`config.mk`:
```
export PLATFORM = sky130hd
export DESIGN_NAME = vl_bypass_mult
export DESIGN_NICKNAME = d
export VERILOG_FILES = /design/src/rtl/vlm_pkg.sv /design/src/rtl/vlm_hold_judge.sv /design/src/rtl/vlm_bypass_array.sv /design/src/rtl/vlm_ctrl.sv /design/src/rtl/vl_bypass_mult.sv
export SDC_FILE = /design/constraint.sdc
export NUM_CORES = 1
export LEC_CHECK = 0
export BUFFER_PORTS_ARGS = -buffer_cell sky130_fd_sc_hd__clkbuf_2
export CELL_PAD_IN_SITES_DETAIL_PLACEMENT = 2
export CELL_PAD_IN_SITES_GLOBAL_PLACEMENT = 2
export CORE_MARGIN = 3
export CORE_UTILIZATION = 35
export CTS_BUF_LIST = sky130_fd_sc_hd__clkbuf_4 sky130_fd_sc_hd__clkbuf_8 sky130_fd_sc_hd__clkbuf_16
export DETAILED_ROUTE_END_ITERATION = 10
export PLACE_DENSITY_LB_ADDON = 0.1
export SLEW_MARGIN = 5
export SYNTH_ARGS = -nofsm -noshare
export SYNTH_HDL_FRONTEND = slang
export SYNTH_SLANG_ARGS = --single-unit
export TNS_END_PERCENT = 30
```
`constraint.sdc`:
```
create_clock -name clk -period 19.27 [get_ports clk]
set_input_delay 1.927 -clock clk [delete_from_list [all_inputs] [get_ports clk]]
set_output_delay 1.927 -clock clk [all_outputs]
set_load 0.01 [all_outputs]
```
`src/rtl/vlm_pkg.sv`:
```
`timescale 1ns/1ps
package vlm_pkg;
    typedef enum logic [1:0] {
        ST_IDLE  = 2'd0,
        ST_EXEC  = 2'd1,
        ST_RETRY = 2'd2,
        ST_HOLD  = 2'd3
    } vlm_state_e;
endpackage

```
`src/rtl/vlm_hold_judge.sv`:
```
`timescale 1ns/1ps
// Counts zero bits of the multiplicand and decides one- or two-cycle timing.
module vlm_hold_judge #(
    parameter int W       = 16,
    parameter int TH_NORM = 8,
    parameter int TH_AGED = 9,
    localparam int CW     = $clog2(W + 1)
) (
    input  logic [W-1:0] mcand,
    input  logic         aged,
    output logic         one_cycle
);
    logic [CW-1:0] zeros;
    logic [CW-1:0] thresh;

    always_comb begin
        zeros = '0;
        for (int i = 0; i < W; i++) begin
            zeros = zeros + CW'(!mcand[i]);
        end
    end

    assign thresh    = aged ? CW'(TH_AGED) : CW'(TH_NORM);
    assign one_cycle = (zeros >= thresh);
endmodule

```
`src/rtl/vlm_bypass_array.sv`:
```
`timescale 1ns/1ps
// One adder column per multiplicand bit; a zero bit bypasses its column.
module vlm_bypass_array #(
    parameter int W  = 16,
    localparam int PW = 2 * W
) (
    input  logic [W-1:0]  mcand,
    input  logic [W-1:0]  mplier,
    output logic [PW-1:0] prod
);
    logic [PW-1:0] acc [0:W];

    assign acc[0] = '0;

    for (genvar g = 0; g < W; g++) begin : g_col
        logic [PW-1:0] addend;
        assign addend     = {{W{1'b0}}, mplier} << g;
        assign acc[g + 1] = mcand[g] ? (acc[g] + addend) : acc[g];
    end

    assign prod = acc[W];
endmodule

```
`src/rtl/vlm_ctrl.sv`:
```
`timescale 1ns/1ps
module vlm_ctrl
    import vlm_pkg::*;
(
    input  logic clk,
    input  logic rst_n,
    input  logic start,
    input  logic one_cycle,
    input  logic tm_err,
    output logic capture,
    output logic load,
    output logic valid,
    output logic busy
);
    vlm_state_e state, state_nx;

    always_ff @(posedge clk or negedge rst_n) begin
        if (!rst_n) state <= ST_IDLE;
        else        state <= state_nx;
    end

    always_comb begin
        state_nx = state;
        unique case (state)
            ST_IDLE:  if (start) state_nx = ST_EXEC;
            ST_EXEC: begin
                if (!one_cycle)  state_nx = ST_HOLD;
                else if (tm_err) state_nx = ST_RETRY;
                else             state_nx = ST_IDLE;
            end
            ST_RETRY: state_nx = ST_HOLD;
            ST_HOLD:  state_nx = ST_IDLE;
            default:  state_nx = ST_IDLE;
        endcase
    end

    always_comb begin
        capture = (state == ST_IDLE) && start;
        load    = ((state == ST_EXEC) && one_cycle && !tm_err) || (state == ST_HOLD);
        busy    = (state != ST_IDLE);
    end

    always_ff @(posedge clk or negedge rst_n) begin
        if (!rst_n) valid <= 1'b0;
        else        valid <= load;
    end
endmodule

```
`src/rtl/vl_bypass_mult.sv`:
```
`timescale 1ns/1ps
module vl_bypass_mult #(
    parameter int W       = 16,
    parameter int TH_NORM = 8,
    parameter int TH_AGED = 9,
    localparam int PW     = 2 * W
) (
    input  logic          clk,
    input  logic          rst_n,
    input  logic          start,
    input  logic [W-1:0]  mcand,
    input  logic [W-1:0]  mplier,
    input  logic          aging,
    input  logic          tm_err,
    output logic [PW-1:0] product,
    output logic          valid,
    output logic          busy
);
    logic [W-1:0]  a_q, b_q;
    logic          aged_q;
    logic          one_cycle, capture, load;
    logic [PW-1:0] arr_prod;

    always_ff @(posedge clk or negedge rst_n) begin
        if (!rst_n) begin
            a_q    <= '0;
            b_q    <= '0;
            aged_q <= 1'b0;
        end else if (capture) begin
            a_q    <= mcand;
            b_q    <= mplier;
            aged_q <= aging;
        end
    end

    vlm_hold_judge #(.W(W), .TH_NORM(TH_NORM), .TH_AGED(TH_AGED)) u_judge (
        .mcand     (a_q),
        .aged      (aged_q),
        .one_cycle (one_cycle)
    );

    vlm_bypass_array #(.W(W)) u_array (
        .mcand  (a_q),
        .mplier (b_q),
        .prod   (arr_prod)
    );

    vlm_ctrl u_ctrl (
        .clk       (clk),
        .rst_n     (rst_n),
        .start     (start),
        .one_cycle (one_cycle),
        .tm_err    (tm_err),
        .capture   (capture),
        .load      (load),
        .valid     (valid),
        .busy      (busy)
    );

    always_ff @(posedge clk or negedge rst_n) begin
        if (!rst_n)    product <= '0;
        else if (load) product <= arr_prod;
    end
endmodule

```
==> results.json, run 1 <==
{
  "synth.top_cell.area_share": 0.1912,
  "async_flop_share": 1.000,
  "synth-seq-cells": 68,
  "synth_seq_area_share": 0.09288,
  "synth_area_per_cell_sq_um": 7.340,
  "synth_edf_count": 0,
  "stop_stage": "3_5_place_dp",
  "portBuffers": 70,
  "place_hpwl_um": 92810,
  "die_x_um": 234.8,
  "synth_area_sq_um": 18320,
  "stop_error": "[ERROR DPL-0033] detailed placement checks failed during check placement.",
  "ys_types": 91,
  "status": "did not finish",
  "fp.dieH_um": 234.8,
  "yosys.area.top_type": "ha_1",
  "rows": 83,
  "io_pins": 71,
  "start_util": 0.3557,
  "synthCells": 2496,
  "synth_nets": 2838,
  "yosys_warnings": 0,
  "synth_top_flop_cell": "dfrtp_1",
  "synth_top_cells_by_area": "ha_1, dfrtp_1, o21ai_0",
  "gp_routability_congestion": 0.9184
}
cells by family after synthesis:
kind of cell / after synthesis / share of synthesized area
buffers and inverters: 231 / 0.04794
XOR/XNOR: 136 / 0.06502
AO/OA/AOI/OAI: 933 / 0.3426
flip-flops: 68 / 0.09288
adder cells (fa/ha/maj): 305 / 0.2185
AND/OR/NAND/NOR: 748 / 0.1884
multiplexers: 75 / 0.04460
Yosys cell counts, types with 14 or more instances:
cell	instances
ha_1	280
nand2_1	258
nor2_1	203
o21ai_0	200
a21oi_1	195
inv_1	144
a21o_1	84
xnor2_1	84
o21a_1	70
clkbuf_1	68
dfrtp_1	68
nand3_1	54
xor2_1	52
nor3_1	50
mux2_2	49
a211oi_1	41
a31oi_1	38
o211ai_1	34
nand2b_1	33
and2_1	28
fa_1	25
mux2i_1	25
o31ai_1	24
or3_1	24
nor2b_1	22
and3_1	21
o21bai_1	19
o21ai_1	17
or2_2	14
per-stage QoR:
step | instance area (sq um) | std cells
3_3_place_gp | 26870 | 4091
2_1_floorplan | 19010 | 2496
==> run 2, diff against run 1 <==
CELL_PAD_IN_SITES_DETAIL_PLACEMENT = default   (was 2)
CELL_PAD_IN_SITES_GLOBAL_PLACEMENT = default   (was 2)
CORE_UTILIZATION = 20   (was 35)
CTS_BUF_LIST = default   (was sky130_fd_sc_hd__clkbuf_4 sky130_fd_sc_hd__clkbuf_8 sky130_fd_sc_hd__clkbuf_16)
PLACE_DENSITY_LB_ADDON = 0.15   (was 0.1)
clock period = 25.1 ns   (was 19.27 ns; I/O delays follow)
==> run 2 against run 1 <==
The flow now finishes without violations. Synthesized cell count unchanged. Synthesized area unchanged.
==> results.json, run 2 <==
{
  "status": "complete, no violations",
  "drc": 0,
  "drv_slew": 0,
  "diodes": 0,
  "synth-seq-cells": 68,
  "fp.dieH_um": 308.7,
  "ant_nets": 0,
  "route.vias.total": 19220,
  "mostFrequentLayoutCell": "ha_1",
  "reg_top3": "product (32), a_q (16), b_q (16)",
  "async_flop_share": 1.000,
  "cpMostUsedCell": "ha_1",
  "synth_area_sq_um": 18320,
  "top_layer_used": "met4",
  "fin_skew_ps": 19.29,
  "critPathKind": "flip-flop to flip-flop",
  "finalWirelength_um": 81830,
  "core_sq_um": 90420,
  "cts_made_buffers": 9,
  "wl_per_cell_um": 21.92,
  "clockBufferDepth": 2,
  "yosys.area.top_type": "ha_1",
  "setup_viol": 0,
  "wl_met1_um": 39410,
  "arrival_ps": 23820,
  "hold_buffers": 0,
  "timing.fmax_mhz": 42.43,
  "htreeDepth": 3,
  "synth_seq_area_share": 0.09288,
  "yosys_warnings": 0,
  "area_delta_synth_final_pct": 13.17,
  "layout_common_cells": "ha_1, nand2_1, nor2_1",
  "synth_top_cells_by_area": "ha_1, dfrtp_1, o21ai_0",
  "synth_most_common_cell": "ha_1",
  "synth_area_per_cell_sq_um": 7.340,
  "portBuffers": 70,
  "gp_routability_congestion": 0.8893,
  "synth_nets": 2838,
  "yosys-top-cells-count": "ha_1, nand2_1, nor2_1, o21ai_0, a21oi_1",
  "hp-class": "flip-flop to flip-flop",
  "die_x_um": 308.7,
  "maxSlewHeadroom": 0.2564,
  "synth.top_cell.area_share": 0.1912,
  "rows": 110,
  "met3RoutedLength_um": 2874,
  "clk_latency_ps": 380,
  "slowest_stage": "or4b_2",
  "start_util": 0.2026,
  "final_nets": 2895,
  "largest_register_ffs": 32,
  "tightest_slew_ps": 1115,
  "grt_max_degree": 51,
  "slowest_delay_ps": 690,
  "final.period_utilization": 0.9389,
  "synthCells": 2496,
  "worstSetupEndpointType": "flip-flop",
  "grt.overflow.total": 0,
  "met2_wirelength_um": 38180,
  "worst_setup_path_start_kind": "flip-flop",
  "root_buffer": "clkbuf_16",
  "regMostFlops": "product",
  "antenna_found_initial": 2,
  "report.final.hold_viol_count": 0,
  "synth_edf_count": 0,
  "synth_top_flop_cell": "dfrtp_1",
  "fillers": 9966,
  "io_pins": 71,
  "critical_path_required_ps": 25360,
  "grt_usage": 0.1699,
  "clkSlewWorstSetupHoldPaths_ps": 70,
  "place_hpwl_um": 62650,
  "path_max_fanout": 7,
  "final_util": 0.2293,
  "cts_num_sinks": 68,
  "grt_pass1_vias": 18920,
  "fin_crit_ps": 23570,
  "drt_iter0_markers": 1224,
  "ys_types": 91,
  "final.setup.tns_ps": 0,
  "drive_gt1_frac": 0.1044,
  "routed_via_density": 5.147,
  "drt-pass1-iter-count": 5,
  "drv_cap": 0,
  "dieArea_sq_um": 95270,
  "cts_tree": "yes",
  "grt_pass1_wl_um": 122900,
  "grt_setup_unrepaired": "false"
}
-- run 2: per-stage QoR --
| step | setup WS [ps] | area [sq um] | cells | hold WS, ps |
|---|---|---|---|---|
| 2_1_floorplan | 3917 | 18320 | 2496 | 487.5 |
| 3_3_place_gp | -87.69 | 20240 | 3714 | 467.3 |
| 3_5_place_dp | 170.3 | 20240 | 3714 | 470.3 |
| 4_1_cts | 65.63 | 20580 | 3730 | 494.0 |
| 5_1_grt | 14.90 | 20730 | 3734 | 515.3 |
| 6_report | 1533 | 20730 | 3734 | 488.7 |
-- run 2: critical path, delay by kind of cell, from the launching register on --
family                   cells  cell delay, ps
AO/OA/AOI/OAI               42            9320
adder cells (fa/ha/maj)     16            5920
AND/OR/NAND/NOR             28            4390
XOR/XNOR                    12            2380
buffers and inverters        5             550
multiplexers                 2             500
flip-flops                   1             370
-- run 2: worst paths after layout --
| kind | end | slack (ps) | start | depth (start not counted) |
|---|---|---|---|---|
| max | product[29] | 1530 | a_q[0] | 105 |
| min | product[0] | 490 | product[0] | 2 |
| max reg2reg | product[29] | 1530 | a_q[0] | 105 |
| max in group asynchronous | a_q[0] | 21990 | rst_n | 2 |
| min in group asynchronous | a_q[13] | 2090 | rst_n | 1 |
| min reg2reg | product[0] | 490 | product[0] | 2 |
-- run 2: layer usage --
| layer | global-route usage | up-vias |
|---|---|---|
| li1 | - | 9429 |
| met1 | 0.2360 | 9325 |
| met2 | 0.2887 | 397 |
| met3 | 0.01520 | 67 |
| met4 | 0.03009 | 0 |
| met5 | 0 | - |
-- run 2: area by class of cell --
class	count	area [sq um]	area share
inverter	148	555.5	0.02679
sequential	68	1702	0.08207
timing repair buffer	129	795.8	0.03838
multi-input combinational	2197	15880	0.7657
clock inverter	6	95.09	0.004586
tap	1176	1471	0.07097
clock buffer	10	239.0	0.01153
-- run 2: logic make-up after synthesis --
group / count (synthesis) / synth area share
fa+ha+maj: 305 / 0.2185
xor+xnor: 136 / 0.06502
compound gates: 933 / 0.3426
flops: 68 / 0.09288
mux: 75 / 0.04460
buf+inv: 231 / 0.04794
simple gates: 748 / 0.1884
-- run 2: timing repair --
| item | in CTS | in global routing |
|---|---|---|
| endpoints found under the hold margin | 0 | 0 |
| buffers inserted | 0 | 4 |
| gates resized for setup | 0 | 31 |
| setup endpoints to repair | 0 | 9 |
Power of run 2 is not shown: default switching activity piles up to over one toggle a cycle in this logic, so the estimate is an artifact.
==> run 3, diff against run 2 <==
BUFFER_PORTS_ARGS = default   (was -buffer_cell sky130_fd_sc_hd__clkbuf_2)
DONT_BUFFER_PORTS = 1   (was default)
==> run 3 against run 2 <==
Utilization decreased by 0.42 points. Via count increased by 0.31%. First-iteration DRC count is 8.7% higher. Wire length is 1.1% higher. Highest routed layer unchanged. Design area fell by 1.8%. Global-route usage is essentially flat.
==> results.json, run 3 (synthesis results as in run 2) <==
{
  "status": "complete, no violations",
  "startpoint": "a_q[0]",
  "drv_cap": 0,
  "worst_setup_path_start_kind": "flip-flop",
  "cpMostUsedCell": "ha_1",
  "start_util": 0.2026,
  "cts_num_sinks": 68,
  "die_x_um": 308.7,
  "clk_latency_ps": 380,
  "drc": 0,
  "report.final.hold_viol_count": 0,
  "drv_slew": 0,
  "timing.fmax_mhz": 42.26,
  "grt.overflow.total": 0,
  "finalWirelength_um": 82710,
  "clockBufferDepth": 2,
  "fillers": 10040,
  "clkSlewWorstSetupHoldPaths_ps": 70,
  "portBuffers": 0,
  "path_max_fanout": 7,
  "htreeDepth": 3,
  "grt_setup_unrepaired": "false",
  "tightest_slew_ps": 1021,
  "critPathKind": "flip-flop to flip-flop",
  "diodes": 0,
  "grt_usage": 0.1700,
  "ant_nets": 0,
  "maxSlewHeadroom": 0.3149,
  "dieArea_sq_um": 95270,
  "slowest_delay_ps": 510,
  "regMostFlops": "product",
  "hp-start": "product[27]",
  "reg_top3": "product (32), a_q (16), b_q (16)",
  "worstSetupEndpointType": "flip-flop",
  "final_nets": 2826,
  "arrival_ps": 23960,
  "rr_worst_depth": 102,
  "setup_viol": 0,
  "root_buffer": "clkbuf_16",
  "mostFrequentLayoutCell": "ha_1",
  "grt-busiest-layer": "met2",
  "io_pins": 71,
  "grt_pass1_wl_um": 122900,
  "antenna_found_initial": 5,
  "globalRouteMet2Util": 0.2868,
  "whs_path_depth": 2,
  "place_hpwl_um": 62960,
  "route.vias.total": 19280,
  "fin_ws_ps": 1435,
  "routed_via_density": 5.260,
  "cts_made_buffers": 9,
  "core_sq_um": 90420,
  "hp-class": "flip-flop to flip-flop",
  "grt_pass1_vias": 18680,
  "fin_crit_ps": 23660,
  "r2r-start": "a_q[0]",
  "fp.dieH_um": 308.7,
  "rows": 110,
  "met3_usage": 0.01506,
  "gp_routability_congestion": 0.8777,
  "drive_gt1_frac": 0.07915,
  "slowest_stage": "o21ai_1",
  "area_delta_synth_final_pct": 11.08,
  "final.period_utilization": 0.9428,
  "drt_iter0_markers": 1330,
  "cts_tree": "yes",
  "layout_common_cells": "ha_1, nand2_1, nor2_1",
  "wl_per_cell_um": 22.57,
  "grt_max_degree": 69,
  "use_met1": 0.2360,
  "dp_slack_ps": -57.49,
  "largest_register_ffs": 32,
  "fin_skew_ps": 22.17,
  "hold_buffers": 0,
  "critical_path_required_ps": 25390,
  "drt-pass1-iter-count": 5
}
## run 3: cell count changes in the layout (fill, tap and decap cells not counted), sizes merged
| cell | before | now |
|---|---|---|
| bufinv | 2 | 1 |
| clkbuf | 79 | 9 |
| clkinv | 7 | 6 |
| clkinvlp | 0 | 1 |
| inv | 145 | 147 |
## run 3: per-stage QoR
step,setup TNS (ps),hold slack (ps),cells,area (sq um),util
2_1_floorplan,0,487.5,2496,18320,-
3_3_place_gp,-776.5,552.7,3644,19890,0.2200
3_5_place_dp,-110.9,548.5,3644,19900,0.2201
4_1_cts,0,566.3,3660,20220,0.2236
5_1_grt,0,591.7,3665,20350,0.2251
6_report,0,555.0,3665,20350,0.2251
## run 3: path summary, 6_finish.rpt
path	slack, ps	end
max	1440	product[30]
min	550	product[27]
max reg2reg	1440	product[30]
min reg2reg	550	product[27]
max in group asynchronous	23070	a_q[0]
min in group asynchronous	1820	a_q[12]
## run 3: area by class of cell
| class | count | area (sq um) | share of cell area |
|---|---|---|---|
| clock buffer | 9 | 225.2 | 0.01107 |
| clock inverter | 7 | 83.83 | 0.004119 |
| inverter | 148 | 555.5 | 0.02730 |
| multi-input combinational | 2197 | 15860 | 0.7795 |
| sequential | 68 | 1702 | 0.08361 |
| tap | 1176 | 1471 | 0.07230 |
| timing repair buffer | 60 | 450.4 | 0.02213 |
## run 3: what timing repair did
item,4_1_cts,5_1_grt
setup buffers,0,5
gates cloned,0,0
setup endpoints to repair,2,9
gates resized for setup,1,29
hold endpoints to repair,0,0
pin swaps,0,4
## run 3: metal layers
| metal | vias to the layer above | routed length [um] | part of all wire |
|---|---|---|---|
| met2 | 494 | 38390 | 0.46 |
| li1 | 9280 | - | - |
| met1 | 9432 | 39610 | 0.48 |
| met3 | 71 | 3213 | 0.039 |
| met5 | - | 0 | 0 |
| met4 | 0 | 1497 | 0.018 |
## run 3: worst max-delay path: cells and delay by family (launching register included)
kind	cells	cell delay (ps)
AO/OA/AOI/OAI	49	11430
multiplexers	2	460
buffers and inverters	5	520
AND/OR/NAND/NOR	24	3650
XOR/XNOR	6	1140
adder cells (fa/ha/maj)	16	5990
flip-flops	1	370
Power of run 3 is left out for the same reason.
==> run 4, diff against run 3 <==
CORE_MARGIN = default   (was 3)
SETUP_SLACK_MARGIN = 0.4   (was default)
clock period = 30 ns   (was 25.1 ns; I/O delays follow)
==> run 4 against run 3 <==
Cell count decreased by 0.30%. Design area decreased by 0.98%. Clock skew down 7.4 ps. Critical path type unchanged. Largest cell class unchanged.
==> results.json, run 4 (synthesis results as in run 2) <==
{
  "r2r-start": "a_q[0]",
  "final_nets": 2814,
  "drt-pass1-iter-count": 5,
  "final.setup.tns_ps": 0,
  "arrival_ps": 27270,
  "timing.fmax_mhz": 37.07,
  "drive_gt1_frac": 0.06702,
  "grt_max_degree": 69,
  "cts_num_sinks": 68,
  "tightest_slew_ps": 1134,
  "cpMostUsedCell": "ha_1",
  "gp_routability_congestion": 0.8749,
  "reg_top3": "product (32), a_q (16), b_q (16)",
  "report.final.hold_viol_count": 0,
  "root_buffer": "clkbuf_16",
  "hold_buffers": 0,
  "cts_setup_buffers": 0,
  "layout_common_cells": "ha_1, nand2_1, nor2_1",
  "fillers": 9992,
  "met2_wirelength_um": 37990,
  "hp-start": "aged_q",
  "setup_viol": 0,
  "finalWirelength_um": 80130,
  "fin_crit_ps": 26980,
  "r2r-end": "product[30]",
  "maxSlewHeadroom": 0.2391,
  "worstSetupEndpointType": "flip-flop",
  "whs_path_depth": 1,
  "critical_path_required_ps": 30290,
  "fin_skew_ps": 14.75,
  "critPathKind": "flip-flop to flip-flop",
  "regMostFlops": "product",
  "io_pins": 71,
  "portBuffers": 0,
  "largest_register_ffs": 32,
  "cts_resized": 0,
  "die_x_um": 304.7,
  "grt_pass1_wl_um": 119600,
  "grt_pass1_vias": 18640,
  "antenna_found_initial": 2,
  "fp.dieH_um": 304.7,
  "grt_setup_unrepaired": "false",
  "mostFrequentLayoutCell": "ha_1",
  "cts_tree": "yes",
  "routed_via_density": 5.229,
  "top_layer_used": "met4",
  "clkSlewWorstSetupHoldPaths_ps": 60,
  "clk_latency_ps": 380,
  "r2r_slack_ps": 3020,
  "slowest_delay_ps": 920,
  "htreeDepth": 3,
  "wl_per_cell_um": 21.93,
  "start_util": 0.2026,
  "ant_nets": 0,
  "drv_cap": 0,
  "cts_made_buffers": 9,
  "slowest_stage": "a211oi_1",
  "drv_slew": 0,
  "grt_usage": 0.1683,
  "rows": 110,
  "area_delta_synth_final_pct": 9.992,
  "final.period_utilization": 0.8993,
  "met3RoutedLength_um": 2858,
  "status": "complete, no violations",
  "place_hpwl_um": 61320,
  "wl_met1_um": 38320,
  "clockBufferDepth": 2,
  "worst_setup_path_start_kind": "flip-flop",
  "dieArea_sq_um": 92810,
  "hp-class": "flip-flop to flip-flop",
  "route.vias.total": 19110,
  "drt_iter0_markers": 1409,
  "drc": 0,
  "holdPathEnd": "aged_q",
  "rr_worst_depth": 107,
  "core_sq_um": 90420,
  "path_max_fanout": 20,
  "grt.overflow.total": 0
}
==> run 4: area by class of cell <==
| type | count | area [sq um] | area share |
|---|---|---|---|
| tap | 1176 | 1471 | 0.07302 |
| clock buffer | 10 | 239.0 | 0.01186 |
| timing repair buffer | 48 | 360.3 | 0.01788 |
| multi-input combinational | 2197 | 15750 | 0.7816 |
| inverter | 148 | 555.5 | 0.02757 |
| clock inverter | 6 | 71.32 | 0.003539 |
| sequential | 68 | 1702 | 0.08445 |
| antenna | 1 | 2.502 | 0.0001242 |
==> run 4: worst max-delay path, delay by kind of cell (launching register included) <==
kind	cells	cell delay (ps)
AOI/OAI and AO/OA	48	13690
adders and majority gates	16	5390
and+or+nand+nor	29	4820
xor gates and xnor gates	7	1390
buffers and inverters	7	940
DFF	1	620
==> run 4: worst max-delay path by stage <==
stage	from	to	slack (ps)	cells after the start
after floorplan	b_q[1]	product[30]	8820	107
after global placement	a_q[0]	product[30]	3160	107
after detailed placement	a_q[0]	product[30]	3070	107
after CTS	a_q[0]	product[30]	3020	107
after global routing	a_q[0]	product[30]	1430	107
final	a_q[0]	product[30]	3020	107
==> run 4: per-stage QoR <==
step | cell area [sq um] | setup WS, ps | util | hold WS (ps) | instances
6_report | 20150 | 3021 | 0.2228 | 528.1 | 3654
5_1_grt | 20150 | 1430 | 0.2228 | 552.1 | 3653
4_1_cts | 20150 | 3021 | 0.2228 | 535.7 | 3653
3_5_place_dp | 19840 | 3067 | 0.2194 | 521.2 | 3637
3_3_place_gp | 19840 | 3157 | 0.2194 | 520.8 | 3637
2_1_floorplan | 18320 | 8817 | - | 487.5 | 2496
==> run 4: routing by layer <==
metal | GRT usage | vias to the layer above
met4 | 0.02314 | 0
met5 | 0 | -
li1 | - | 9231
met2 | 0.2889 | 411
met1 | 0.2300 | 9410
met3 | 0.01766 | 56
Power of run 4 is left out for the same reason.
